===== src/rtl/uirq_pkg.sv =====
package uirq_pkg;

    localparam int DATA_W  = 8;
    localparam int ADDR_W  = 3;
    localparam int IER_W   = 4;
    localparam int NUM_SRC = 5;

    // pending vector bit positions
    localparam int S_LINE  = 4;
    localparam int S_RXAV  = 3;
    localparam int S_TMO   = 2;
    localparam int S_TXE   = 1;
    localparam int S_MODEM = 0;

    // enable register bit positions
    localparam int E_RX    = 0;
    localparam int E_TXE   = 1;
    localparam int E_LINE  = 2;
    localparam int E_MODEM = 3;

    // register offsets
    localparam logic [ADDR_W-1:0] A_DATA  = 3'd0;
    localparam logic [ADDR_W-1:0] A_IEN   = 3'd1;
    localparam logic [ADDR_W-1:0] A_IDENT = 3'd2;
    localparam logic [ADDR_W-1:0] A_LSTAT = 3'd5;
    localparam logic [ADDR_W-1:0] A_MSTAT = 3'd6;

    // identification codes, bits 3:0
    localparam logic [3:0] C_LINE  = 4'b0110;
    localparam logic [3:0] C_RXAV  = 4'b0100;
    localparam logic [3:0] C_TMO   = 4'b1100;
    localparam logic [3:0] C_TXE   = 4'b0010;
    localparam logic [3:0] C_MODEM = 4'b0000;
    localparam logic [3:0] C_NONE  = 4'b0001;

    typedef enum logic [0:0] {
        ST_IDLE   = 1'b0,
        ST_FROZEN = 1'b1
    } snap_state_e;

endpackage


===== src/rtl/uirq_enable_reg.sv =====
module uirq_enable_reg
    import uirq_pkg::*;
#(
    parameter int W  = IER_W,
    parameter int DW = DATA_W
) (
    input  logic          clk,
    input  logic          rst_n,
    input  logic          wr_en,
    input  logic [DW-1:0] wdata,
    output logic [W-1:0]  ier_o
);

    always_ff @(posedge clk) begin
        if (!rst_n)
            ier_o <= '0;
        else if (wr_en)
            ier_o <= wdata[W-1:0];
    end

    // enable bits only change on a write
    a_r2_ier_hold: assert property (@(posedge clk) disable iff (!rst_n)
        !wr_en |=> $stable(ier_o));

endmodule


===== src/rtl/uirq_pending.sv =====
module uirq_pending #(
    parameter int N = uirq_pkg::NUM_SRC
) (
    input  logic         clk,
    input  logic         rst_n,
    input  logic [N-1:0] set_i,
    input  logic [N-1:0] clr_i,
    output logic [N-1:0] pend_o
);

    for (genvar g = 0; g < N; g++) begin : g_src
        always_ff @(posedge clk) begin
            if (!rst_n)
                pend_o[g] <= 1'b0;
            else if (set_i[g])
                pend_o[g] <= 1'b1;
            else if (clr_i[g])
                pend_o[g] <= 1'b0;
        end
    end

    // an event seen at an edge is pending right after it, even with a clear
    a_r12_set_sticks: assert property (@(posedge clk) disable iff (!rst_n)
        |set_i |=> ((pend_o & $past(set_i)) == $past(set_i)));

endmodule


===== src/rtl/uirq_prio_enc.sv =====
module uirq_prio_enc
    import uirq_pkg::*;
(
    input  logic [NUM_SRC-1:0] pend_i,
    input  logic [IER_W-1:0]   ier_i,
    input  logic               fifo_mode,
    output logic [3:0]         code_o
);

    logic [NUM_SRC-1:0] act;

    always_comb begin
        act          = '0;
        act[S_LINE]  = pend_i[S_LINE]  & ier_i[E_LINE];
        act[S_RXAV]  = pend_i[S_RXAV]  & ier_i[E_RX];
        act[S_TMO]   = pend_i[S_TMO]   & ier_i[E_RX] & fifo_mode;
        act[S_TXE]   = pend_i[S_TXE]   & ier_i[E_TXE];
        act[S_MODEM] = pend_i[S_MODEM] & ier_i[E_MODEM];
    end

    always_comb begin
        if (act[S_LINE])       code_o = C_LINE;
        else if (act[S_RXAV])  code_o = C_RXAV;
        else if (act[S_TMO])   code_o = C_TMO;
        else if (act[S_TXE])   code_o = C_TXE;
        else if (act[S_MODEM]) code_o = C_MODEM;
        else                   code_o = C_NONE;
    end

endmodule


===== src/rtl/uirq_ctrl.sv =====
module uirq_ctrl
    import uirq_pkg::*;
(
    input  logic              clk,
    input  logic              rst_n,
    input  logic [ADDR_W-1:0] reg_addr,
    input  logic              reg_rd,
    input  logic              reg_wr,
    input  logic [DATA_W-1:0] reg_wdata,
    output logic [DATA_W-1:0] reg_rdata,
    input  logic              fifo_mode,
    input  logic              ev_line_err,
    input  logic              ev_rx_avail,
    input  logic              ev_rx_timeout,
    input  logic              ev_tx_empty,
    input  logic              ev_modem_chg,
    output logic              irq
);

    snap_state_e        state_q, state_d;
    logic [IER_W-1:0]   ier;
    logic [NUM_SRC-1:0] pend, set_v, clr_v;
    logic [3:0]         live_code, snap_q;
    logic               id_rd, snap_load, release_ack;

    assign id_rd = reg_rd && (reg_addr == A_IDENT);

    uirq_enable_reg #(.W(IER_W), .DW(DATA_W)) u_ien (
        .clk   (clk),
        .rst_n (rst_n),
        .wr_en (reg_wr && (reg_addr == A_IEN)),
        .wdata (reg_wdata),
        .ier_o (ier)
    );

    always_comb begin
        set_v          = '0;
        set_v[S_LINE]  = ev_line_err;
        set_v[S_RXAV]  = ev_rx_avail;
        set_v[S_TMO]   = ev_rx_timeout & fifo_mode;
        set_v[S_TXE]   = ev_tx_empty;
        set_v[S_MODEM] = ev_modem_chg;

        clr_v          = '0;
        clr_v[S_LINE]  = reg_rd && (reg_addr == A_LSTAT);
        clr_v[S_RXAV]  = reg_rd && (reg_addr == A_DATA);
        clr_v[S_TMO]   = reg_rd && (reg_addr == A_DATA);
        clr_v[S_TXE]   = (reg_wr && (reg_addr == A_DATA)) || release_ack;
        clr_v[S_MODEM] = reg_rd && (reg_addr == A_MSTAT);
    end

    uirq_pending #(.N(NUM_SRC)) u_pend (
        .clk    (clk),
        .rst_n  (rst_n),
        .set_i  (set_v),
        .clr_i  (clr_v),
        .pend_o (pend)
    );

    uirq_prio_enc u_enc (
        .pend_i    (pend),
        .ier_i     (ier),
        .fifo_mode (fifo_mode),
        .code_o    (live_code)
    );

    // state register
    always_ff @(posedge clk) begin
        if (!rst_n)
            state_q <= ST_IDLE;
        else
            state_q <= state_d;
    end

    // next state and per-state outputs
    always_comb begin
        state_d     = state_q;
        snap_load   = 1'b0;
        release_ack = 1'b0;
        unique case (state_q)
            ST_IDLE: begin
                if (id_rd)
                    state_d = ST_FROZEN;   // capture
                else
                    snap_load = 1'b1;
            end
            ST_FROZEN: begin
                if (!id_rd) begin
                    state_d     = ST_IDLE; // release
                    release_ack = (snap_q == C_TXE);
                end
            end
            default: state_d = ST_IDLE;
        endcase
    end

    always_ff @(posedge clk) begin
        if (!rst_n)
            snap_q <= C_NONE;
        else if (snap_load)
            snap_q <= live_code;
    end

    assign irq = ~snap_q[0];

    always_comb begin
        reg_rdata = '0;
        if (reg_addr == A_IEN)
            reg_rdata[IER_W-1:0] = ier;
        else if (reg_addr == A_IDENT)
            reg_rdata = {{2{fifo_mode}}, 2'b00, snap_q};
    end

    // identification byte steady across a held read
    a_r8_frozen_hold: assert property (@(posedge clk) disable iff (!rst_n)
        (id_rd && $past(id_rd) && $stable(fifo_mode)) |-> $stable(reg_rdata));

    // upper enable bits read zero
    a_r2_upper_zero: assert property (@(posedge clk) disable iff (!rst_n)
        (reg_addr == A_IEN) |-> (reg_rdata[7:4] == 4'h0));

    // time-out flag only appears together with bit 2
    a_r6_tmo_flag: assert property (@(posedge clk) disable iff (!rst_n)
        snap_q[3] |-> (snap_q[2:0] == 3'b100));

    // nothing pending while tracking means no request one edge later
    a_r3_irq_quiet: assert property (@(posedge clk) disable iff (!rst_n)
        (state_q == ST_IDLE && live_code == C_NONE && !id_rd) |=> !irq);

endmodule


===== config.mk =====
export PLATFORM = sky130hd
export DESIGN_NAME = uirq_ctrl
export DESIGN_NICKNAME = d
export VERILOG_FILES = /design/src/rtl/uirq_pkg.sv /design/src/rtl/uirq_enable_reg.sv /design/src/rtl/uirq_pending.sv /design/src/rtl/uirq_prio_enc.sv /design/src/rtl/uirq_ctrl.sv
export SDC_FILE = /design/constraint.sdc
export NUM_CORES = 1
export LEC_CHECK = 0
export BUFFER_PORTS_ARGS = -buffer_cell sky130_fd_sc_hd__buf_2
export CORE_UTILIZATION = 49
export CTS_CLUSTER_DIAMETER = 200
export DETAILED_ROUTE_END_ITERATION = 6
export HOLD_SLACK_MARGIN = 0.15
export PLACE_DENSITY = 0.85
export REMOVE_ABC_BUFFERS = 1
export SKIP_LAST_GASP = 1
export SLEW_MARGIN = 20
export SYNTH_ARGS = -nofsm -noshare
export SYNTH_HDL_FRONTEND = slang
export SYNTH_SLANG_ARGS = --single-unit

===== constraint.sdc =====
create_clock -name clk -period 1.55 [get_ports clk]
set_input_delay 0.0775 -clock clk [delete_from_list [all_inputs] [get_ports clk]]
set_output_delay 0.0775 -clock clk [all_outputs]
set_load 0.05 [all_outputs]

==> flow_summary.ini, run 1 <==
[global_route]
grt_pass1_vias = 583
grt_overflow_total = 0
grt_pass1_wl_mm = 2.44
grt_antenna_before_repair = 0
grt_max_degree = 16
groute.usage.overall = 0.229

[clock_network]
cts_sinks = 14
ctsLongestPathBuffers = 2
cts_htree_levels = 1
numCtsBuffers = 3
cts_resized = 0
clk_pin_slew_ns = 0.08
cts_tree = yes
cts_root_buffer = clkbuf_4
clkLatencyLatePin_ns = 0.28

[drt]
vias_per_cell = 5.61
dr_total_vias = 713
first_iter_violations = 12
drc = 0
drt_first_pass_iters = 4
antenna_left = 0
post_drt_wl_per_cell_um = 13.2
routed_wl_mm = 1.67

[placement]
hpwl_mm = 1.11
gp_congestion = 0.797
place_ws_ns = 0.344
port_buffers = 23

[power]
powerDensity_nw_per_um2 = 739
power.leakage_uw = 0.000438
peakVddDrop_mv = 0.586

[floorplan]
initial_core_util = 0.552
die-area_um2 = 1680
pin_count = 30
core-area_um2 = 1350
rows = 13
fp.dieH_um = 41.0
die_x_um = 41.0

[sta]
timing.fmax_mhz = 742
finalSetupViolCount = 0
layout_setup_ws_ns = 0.202
maxSlewViolCount = 0
min_period_ns = 1.35
finalCritPeriodShare = 0.870
rsz0062_at_grt = no
final.setup.tns_ns = 0
finalHoldViolations = 0
skew_ns = 0.00497

[layout]
finalNetCount = 135
layout-drive-gt1-share = 0.286
n_antenna_cell = 0
area_delta_synth_final_pct = 33.2

[hold_path]
min_from = fifo_mode
hold_path_class = in -> reg
holdPathEnd = snap_q[3]
hold_depth = 4

[synthesis]
yosysSeqAreaShare = 0.376
ys_ff_latch = 14
async_flop_share = 0
synth_top_area_frac = 0.376
synth.largest_area_cell = dfxtp_1
ys.flop_type = dfxtp_1
synth_area_leaders = dfxtp_1 38%, nor2b_1 6.7%, mux2i_1 5.4%
synth_cells = 78
synth_edf_count = 0
ys_warn_count = 0
synth_area_per_cell_um2 = 9.56
yosys.cell_types.count = 39
syn_area_um2 = 746

[run_status]
status = finished, final reports clean

[worst_setup_path]
endpoint_kind = flip-flop
critical_path.max_fanout = 11
worstReg2RegEnd = u_pend.pend_o[4]
r2r_slack_ns = 0.25
required_ns = 1.73
rr_startpoint = u_pend.pend_o[4]
startpoint_type = primary input
r2r_cells = 4
crit_type = in -> reg
cp_data_arrival_time_ns = 1.53

[run]
maxCapViolCount = 0
==> cell type report <==
type,count,area (um^2)
Fill cell,112,357
Tap cell,15,18.8
Inverter,3,11.3
Clock buffer,3,22.5
Timing Repair Buffer,37,253
Sequential cell,14,280
Multi-Input combinational cell,55,408
==> registers in the layout, summed over array words and instances, names as in the netlist <==
name and cells:
snap_q 4, u_ien.ier_o 4, u_pend.pend_o 5, state_q 1
==> metal layers <==
layer	share of wire	vias to the layer above	wire length [um]	GRT usage
li1	-	353	-	-
met1	0.48	335	799	0.302
met2	0.46	23	766	0.355
met3	0.050	2	84	0.0543
met4	0.013	0	21	0.0917
met5	0	-	0	0
==> cell families after synthesis <==
group / after synthesis / share of synthesized area
simple gates: 27 / 0.248
mux: 4 / 0.0537
buf+inv: 10 / 0.0822
flops: 14 / 0.376
other cells: 1 / 0.00503
compound gates: 22 / 0.235
==> where the power goes <==
| group | total [uW] | internal, uW | leakage, uW | switching (uW) |
|---|---|---|---|---|
| Combinational | 144 | 71.2 | 0.000310 | 72.6 |
| Clock | 202 | 90.1 | 0.0000138 | 112 |
| Sequential | 388 | 375 | 0.000115 | 13.3 |
==> cell usage after synthesis (2+ instances only) <==
| cell type | count |
|---|---|
| dfxtp_1 | 14 |
| nor2b_1 | 8 |
| a22oi_1 | 4 |
| buf_4 | 4 |
| mux2i_1 | 4 |
| nor2_1 | 4 |
| inv_1 | 3 |
| nand2_1 | 3 |
| a31oi_1 | 2 |
| nand4bb_1 | 2 |
| o21a_1 | 2 |
==> how the worst max path moves through the flow <==
stage / slack (ns) / from / to / depth (start not counted)
after floorplan: 0.24 / reg_rd / snap_q[0] / 3
after CTS: 0.21 / reg_addr[2] / u_pend.pend_o[2] / 5
after detailed placement: 0.34 / reg_addr[2] / snap_q[1] / 5
after global placement: 0.36 / reg_addr[2] / snap_q[1] / 5
final: 0.20 / reg_addr[2] / u_pend.pend_o[2] / 5
after global routing: 0.17 / reg_addr[2] / u_pend.pend_o[2] / 5
==> critical path: stages <==
cell	delay [ns]
buf_2	0.15
or4b_4	0.56
a22oi_2	0.13
dlygate4sd3_1	0.56
nor2b_1	0.04
==> through the flow <==
stage / instance area, um^2 / instances / hold WS (ns) / utilization / power (uW)
4_1_cts: 993 / 127 / 0.191 / 0.736 / 737
5_1_grt: 993 / 127 / 0.231 / 0.736 / 766
2_1_floorplan: 699 / 72 / 0.156 / - / 464
3_3_place_gp: 841 / 111 / 0.284 / 0.623 / 508
3_5_place_dp: 841 / 111 / 0.291 / 0.623 / 510
6_report: 993 / 127 / 0.199 / 0.736 / 734
==> cell usage in the layout, fill, tap and decap left out, types with 2 or more instances in the layout <==
cell type      instances
buf_2                 23
dfxtp_1               14
dlygate4sd3_1         13
nor2b_1                8
a22oi_1                4
nor2_1                 4
mux2i_1                4
inv_1                  3
nand2_1                3
clkbuf_4               3
a31oi_1                2
o21a_1                 2
nand4bb_1              2
conb_1                 2
==> repair_timing <==
| action | 4_1_cts | 5_1_grt |
|---|---|---|
| buffers inserted | 0 | 0 |
| endpoints found under the setup margin | 0 | 0 |
| hold buffers | 13 | 0 |
| hold endpoints to repair | 11 | 0 |
No activity file was read; power rests on OpenSTA's default activity.
==> run 2, diff against run 1 <==
--- a/config.mk
+++ b/config.mk
@@ -6,12 +6,13 @@
 export NUM_CORES = 1
 export LEC_CHECK = 0
 export BUFFER_PORTS_ARGS = -buffer_cell sky130_fd_sc_hd__buf_2
+export CORE_MARGIN = 2
 export CORE_UTILIZATION = 49
 export CTS_CLUSTER_DIAMETER = 200
 export DETAILED_ROUTE_END_ITERATION = 6
+export GPL_TIMING_DRIVEN = 0
 export HOLD_SLACK_MARGIN = 0.15
 export PLACE_DENSITY = 0.85
-export REMOVE_ABC_BUFFERS = 1
 export SKIP_LAST_GASP = 1
 export SLEW_MARGIN = 20
 export SYNTH_ARGS = -nofsm -noshare
==> run 2 against run 1 <==
Compared with the run above: via count up 2.9%; worst setup slack worse by 0.15 ns; worst hold slack got worse by 0.021 ns; register-to-register slack lost 0.19 ns; routed wire length increased by 8.0%; highest routed layer unchanged; cell count up 7.1%; core utilization decreased by 1.4 points; clock power increased by 31%; critical path depth down 1; global-route usage down 0.48 points; flip-flop and latch count is the same.
==> flow_summary.ini, run 2 (same netlist as run 1, synthesis figures left out) <==
[layout]
largestRegisters = u_pend.pend_o: 5 flops, snap_q: 4 flops, u_ien.ier_o: 4 flops
layout_commonest_cell = buf_2
multi_input_area_um2 = 408
mostFrequentLayoutCells = 23 x buf_2, 14 x dlygate4sd3_1, 13 x dfxtp_1
largest_reg_flops = 5
area_delta_synth_final_pct = 42.4
largest_register = u_pend.pend_o
ff_latch_area_um2 = 282
layout-drive-gt1-share = 0.325
finalNetCount = 142
fillerInstances = 126
n_antenna_cell = 0

[global_route]
grt_antenna_before_repair = 0
grt_pass1_wl_mm = 3.11
grt_overflow_total = 0
grt_max_degree = 11
grt_pass1_vias = 745
groute.usage.overall = 0.225

[worst_setup_path]
r2r_cells = 4
crit_type = reg -> reg
startpoint_type = flip-flop
endpoint_kind = flip-flop
cp_data_arrival_time_ns = 1.67
critical_path.max_fanout = 8
required_ns = 1.72

[sta]
fin_hold_ws_ns = 0.177
maxSlewViolCount = 0
rsz0062_at_grt = no
skew_ns = 0.00353
timing.fmax_mhz = 670
finalCritPeriodShare = 0.963
min_period_ns = 1.49
finalHoldViolations = 0
layout_setup_ws_ns = 0.0572
finalSetupViolCount = 0
final.setup.tns_ns = 0

[clock_network]
ctsLongestPathBuffers = 2
cts_htree_levels = 1
cts_root_buffer = clkbuf_4
clk_pin_slew_ns = 0.08
post_cts_buffers = 0
clkLatencyLatePin_ns = 0.29
cts_sinks = 14
numCtsBuffers = 3
cts_tree = yes

[placement]
gp_congestion = 0.805
port_buffers = 23
hpwl_mm = 1.27
place_ws_ns = 0.342

[floorplan]
die-area_um2 = 1850
die_x_um = 43.0
fp.dieH_um = 43.0
rows = 14
pin_count = 30
initial_core_util = 0.507
core-area_um2 = 1470

[drt]
drt_first_pass_iters = 4
post_drt_wl_per_cell_um = 13.3
first_iter_violations = 14
antenna_left = 0
dr_total_vias = 734
vias_per_cell = 5.40
routed_wl_mm = 1.81
drc = 0

[hold_path]
hold_path_class = in -> reg
hold_depth = 3

[power]
power.leakage_uw = 0.000482
fin_total_pwr_uw = 806
powerDensity_nw_per_um2 = 759
peakVddDrop_mv = 0.479

[run]
maxCapViolCount = 0

[run_status]
status = finished, final reports clean
-- run 2: cell types whose count changed in the layout (fill, tap and decap cells not counted) --
| cell | delta |
|---|---|
| buf_6 | +1 |
| dlygate4sd3_1 | +1 |
| clkbuf_2 | +1 |
| dfxtp_2 | +1 |
| dfxtp_1 | -1 |
| buf_4 | +3 |
| clkbuf_8 | +1 |
| clkbuf_1 | +1 |
-- run 2: report_power, final --
group / leakage, uW / switching, uW / internal [uW]
sequential: 0.000115 / 13.8 / 375
clock: 0.0000210 / 121 / 143
combinational: 0.000346 / 74.3 / 78.5
-- run 2: worst paths after layout --
path                  start               end  slack (ns)
hold / removal       reg_rd  u_pend.pend_o[4]        0.18
hold reg to reg   snap_q[3]         snap_q[3]        0.51
setup reg to reg    state_q  u_pend.pend_o[1]        0.06
setup / recovery    state_q  u_pend.pend_o[1]        0.06
-- run 2: worst max-delay path: stages, from the launching register on --
cell	delay [ns]
dfxtp_2	0.41
nand4bb_1	0.12
nor3_1	0.20
o21ai_1	0.10
dlygate4sd3_1	0.56
-- run 2: area by class of cell --
type / instances / area share
Tap cell: 16 / 0.0188
Buffer: 7 / 0.0471
Inverter: 3 / 0.0106
Clock buffer: 4 / 0.0342
Multi-Input combinational cell: 55 / 0.384
Sequential cell: 14 / 0.265
Timing Repair Buffer: 37 / 0.240
-- run 2: repair_timing --
item | in CTS | in global routing
hold buffers | 14 | 0
endpoints found under the hold margin | 10 | 0
endpoints found under the setup margin | 0 | 1
gates resized for setup | 0 | 1
-- run 2: stage by stage --
step | utilization | instance area [um^2] | std cells
after floorplan | - | 749 | 79
after global placement | 0.601 | 885 | 118
after detailed placement | 0.601 | 885 | 118
after CTS | 0.721 | 1060 | 136
after global routing | 0.722 | 1060 | 136
final | 0.722 | 1060 | 136
-- run 2: routing by layer --
layer  vias up  part of all wire  global-route usage
li1        367                 -                   -
met1       340              0.41               0.261
met2        23              0.52               0.403
met3         4             0.058              0.0638
met4         0             0.016              0.0545
met5         -                 0                   0
==> run 3, diff against run 2 <==
--- a/config.mk
+++ b/config.mk
@@ -5,14 +5,14 @@
 export SDC_FILE = /design/constraint.sdc
 export NUM_CORES = 1
 export LEC_CHECK = 0
-export BUFFER_PORTS_ARGS = -buffer_cell sky130_fd_sc_hd__buf_2
-export CORE_MARGIN = 2
-export CORE_UTILIZATION = 49
+export CORE_AREA = 2 2 39 41
 export CTS_CLUSTER_DIAMETER = 200
 export DETAILED_ROUTE_END_ITERATION = 6
+export DIE_AREA = 0 0 41 43
+export DONT_BUFFER_PORTS = 1
 export GPL_TIMING_DRIVEN = 0
 export HOLD_SLACK_MARGIN = 0.15
-export PLACE_DENSITY = 0.85
+export PLACE_DENSITY = 0.75
 export SKIP_LAST_GASP = 1
 export SLEW_MARGIN = 20
 export SYNTH_ARGS = -nofsm -noshare
==> run 3 against run 2 <==
Compared with the run above: clock skew rose by 0.0033 ns; power fell by 1.8%; flip-flop and latch count did not move; global-route usage rose by 2.4 points; highest routed layer unchanged; worst setup slack improved by 0.069 ns.
==> flow_summary.ini, run 3 (same netlist as run 1, synthesis figures left out) <==
[sta]
maxSlewViolCount = 0
rsz0062_at_grt = no
worst_pin_slew_ns = 0.562
finalCritPeriodShare = 0.919
finalSetupViolCount = 0
timing.fmax_mhz = 702
timing.slew.headroom = 0.625
final.setup.tns_ns = 0
finalHoldViolations = 0
skew_ns = 0.00687
layout_setup_ws_ns = 0.126
min_period_ns = 1.42
fin_hold_ws_ns = 0.167

[power]
peakVddDrop_mv = 0.620
powerDensity_nw_per_um2 = 819
power.leakage_uw = 0.000384

[global_route]
grt_max_degree = 11
groute.usage.overall = 0.248
grt_pass1_wl_mm = 2.80
grt_antenna_before_repair = 0
grt_pass1_vias = 676
grt_overflow_total = 0

[clock_network]
cts_root_buffer = clkbuf_4
post_cts_buffers = 0
numCtsBuffers = 3
cts_sinks = 14
cts_htree_levels = 1
clkLatencyLatePin_ns = 0.29
ctsLongestPathBuffers = 2
cts_tree = yes
clk_pin_slew_ns = 0.09

[layout]
fillerInstances = 120
largestRegisters = u_pend.pend_o: 5 flops, snap_q: 4 flops, u_ien.ier_o: 4 flops
n_antenna_cell = 0
mostFrequentLayoutCells = 15 x dlygate4sd3_1, 13 x dfxtp_1, 8 x nor2b_1
multi_input_area_um2 = 418
largest_register = u_pend.pend_o
area_delta_synth_final_pct = 29.7
layout-drive-gt1-share = 0.204
layout_commonest_cell = dlygate4sd3_1
finalNetCount = 120
largest_reg_flops = 5
ff_latch_area_um2 = 282

[floorplan]
core-area_um2 = 1380
rows = 14
die-area_um2 = 1760
initial_core_util = 0.539
pin_count = 30
die_x_um = 41
fp.dieH_um = 43

[drt]
post_drt_wl_per_cell_um = 16.4
drc = 0
routed_wl_mm = 1.87
antenna_left = 0
dr_total_vias = 674
first_iter_violations = 19
drt_first_pass_iters = 4
vias_per_cell = 5.91

[placement]
gp_congestion = 0.808
hpwl_mm = 1.14
port_buffers = 0
place_ws_ns = 0.180

[worst_setup_path]
cp_top_family = simple AND/OR/NAND/NOR gates
endpoint_kind = output port
critical_path.max_fanout = 5
crit_type = reg -> out
crit_end = reg_rdata[2]
required_ns = 1.47
cp_data_arrival_time_ns = 1.35
r2r_cells = 4
startpoint_type = flip-flop
rr_startpoint = state_q
worstPathCellList = a22oi_1, nor2_2
crit_start = u_ien.ier_o[2]
r2r_slack_ns = 0.15
cp_num_cells = 2
cp_num_buf_inv = 0
critical_path.slowest_cell = nor2_2
max_stage_delay_ns = 0.48
worstReg2RegEnd = u_pend.pend_o[1]

[hold_path]
hold_path_class = in -> reg

[run_status]
status = finished, final reports clean

[run]
maxCapViolCount = 0
## run 3: repair_timing
action / CTS / global route
endpoints found under the hold margin: 10 / 0
gates resized for setup: 2 / 3
hold buffers: 15 / 0
endpoints found under the setup margin: 2 / 3
## run 3: where the power goes
part	switching (uW)	total (uW)	internal (uW)	leakage (uW)
clock	125	268	143	0.0000210
sequential	14.6	390	375	0.000115
combinational	66.9	134	67.1	0.000248
## run 3: stage by stage
step                      instances  total power, uW  cell area [um^2]  utilization
final                           114              792               967        0.699
after global routing            114              826               967        0.699
after CTS                       114              785               961        0.694
after detailed placement         95              491               769        0.556
after global placement           95              489               769        0.556
after floorplan                  79              478               749            -
## run 3: worst min-delay path by stage
| stage | start | to | depth (start not counted) |
|---|---|---|---|
| floorplan | ev_tx_empty | u_pend.pend_o[1] | 2 |
| global placement | ev_tx_empty | u_pend.pend_o[1] | 2 |
| detailed placement | ev_tx_empty | u_pend.pend_o[1] | 2 |
| CTS | reg_addr[0] | state_q | 3 |
| global route | reg_addr[0] | state_q | 3 |
| finish | reg_addr[0] | state_q | 3 |
## run 3: cell type report
class                   instances  share of cell area
plain buffers                   7              0.0517
clock buffers                   4              0.0375
inverters                       3              0.0116
multi-input cells              55               0.432
flip-flops and latches         14               0.291
well taps                      16              0.0207
repair buffers                 15               0.155
## run 3: metal layers
metal	vias to the layer above	GRT usage	wire [um]	share of wire
met4	0	0.140	15	0.0080
met1	312	0.265	707	0.38
li1	324	-	-	-
met5	-	0	0	0
met3	2	0.0733	150	0.080
met2	36	0.406	1000	0.53
## run 3: tightest hold or removal path, cell delays in order
cell,delay [ns]
nor4bb_1,0.03
buf_4,0.16
and2_1,0.15
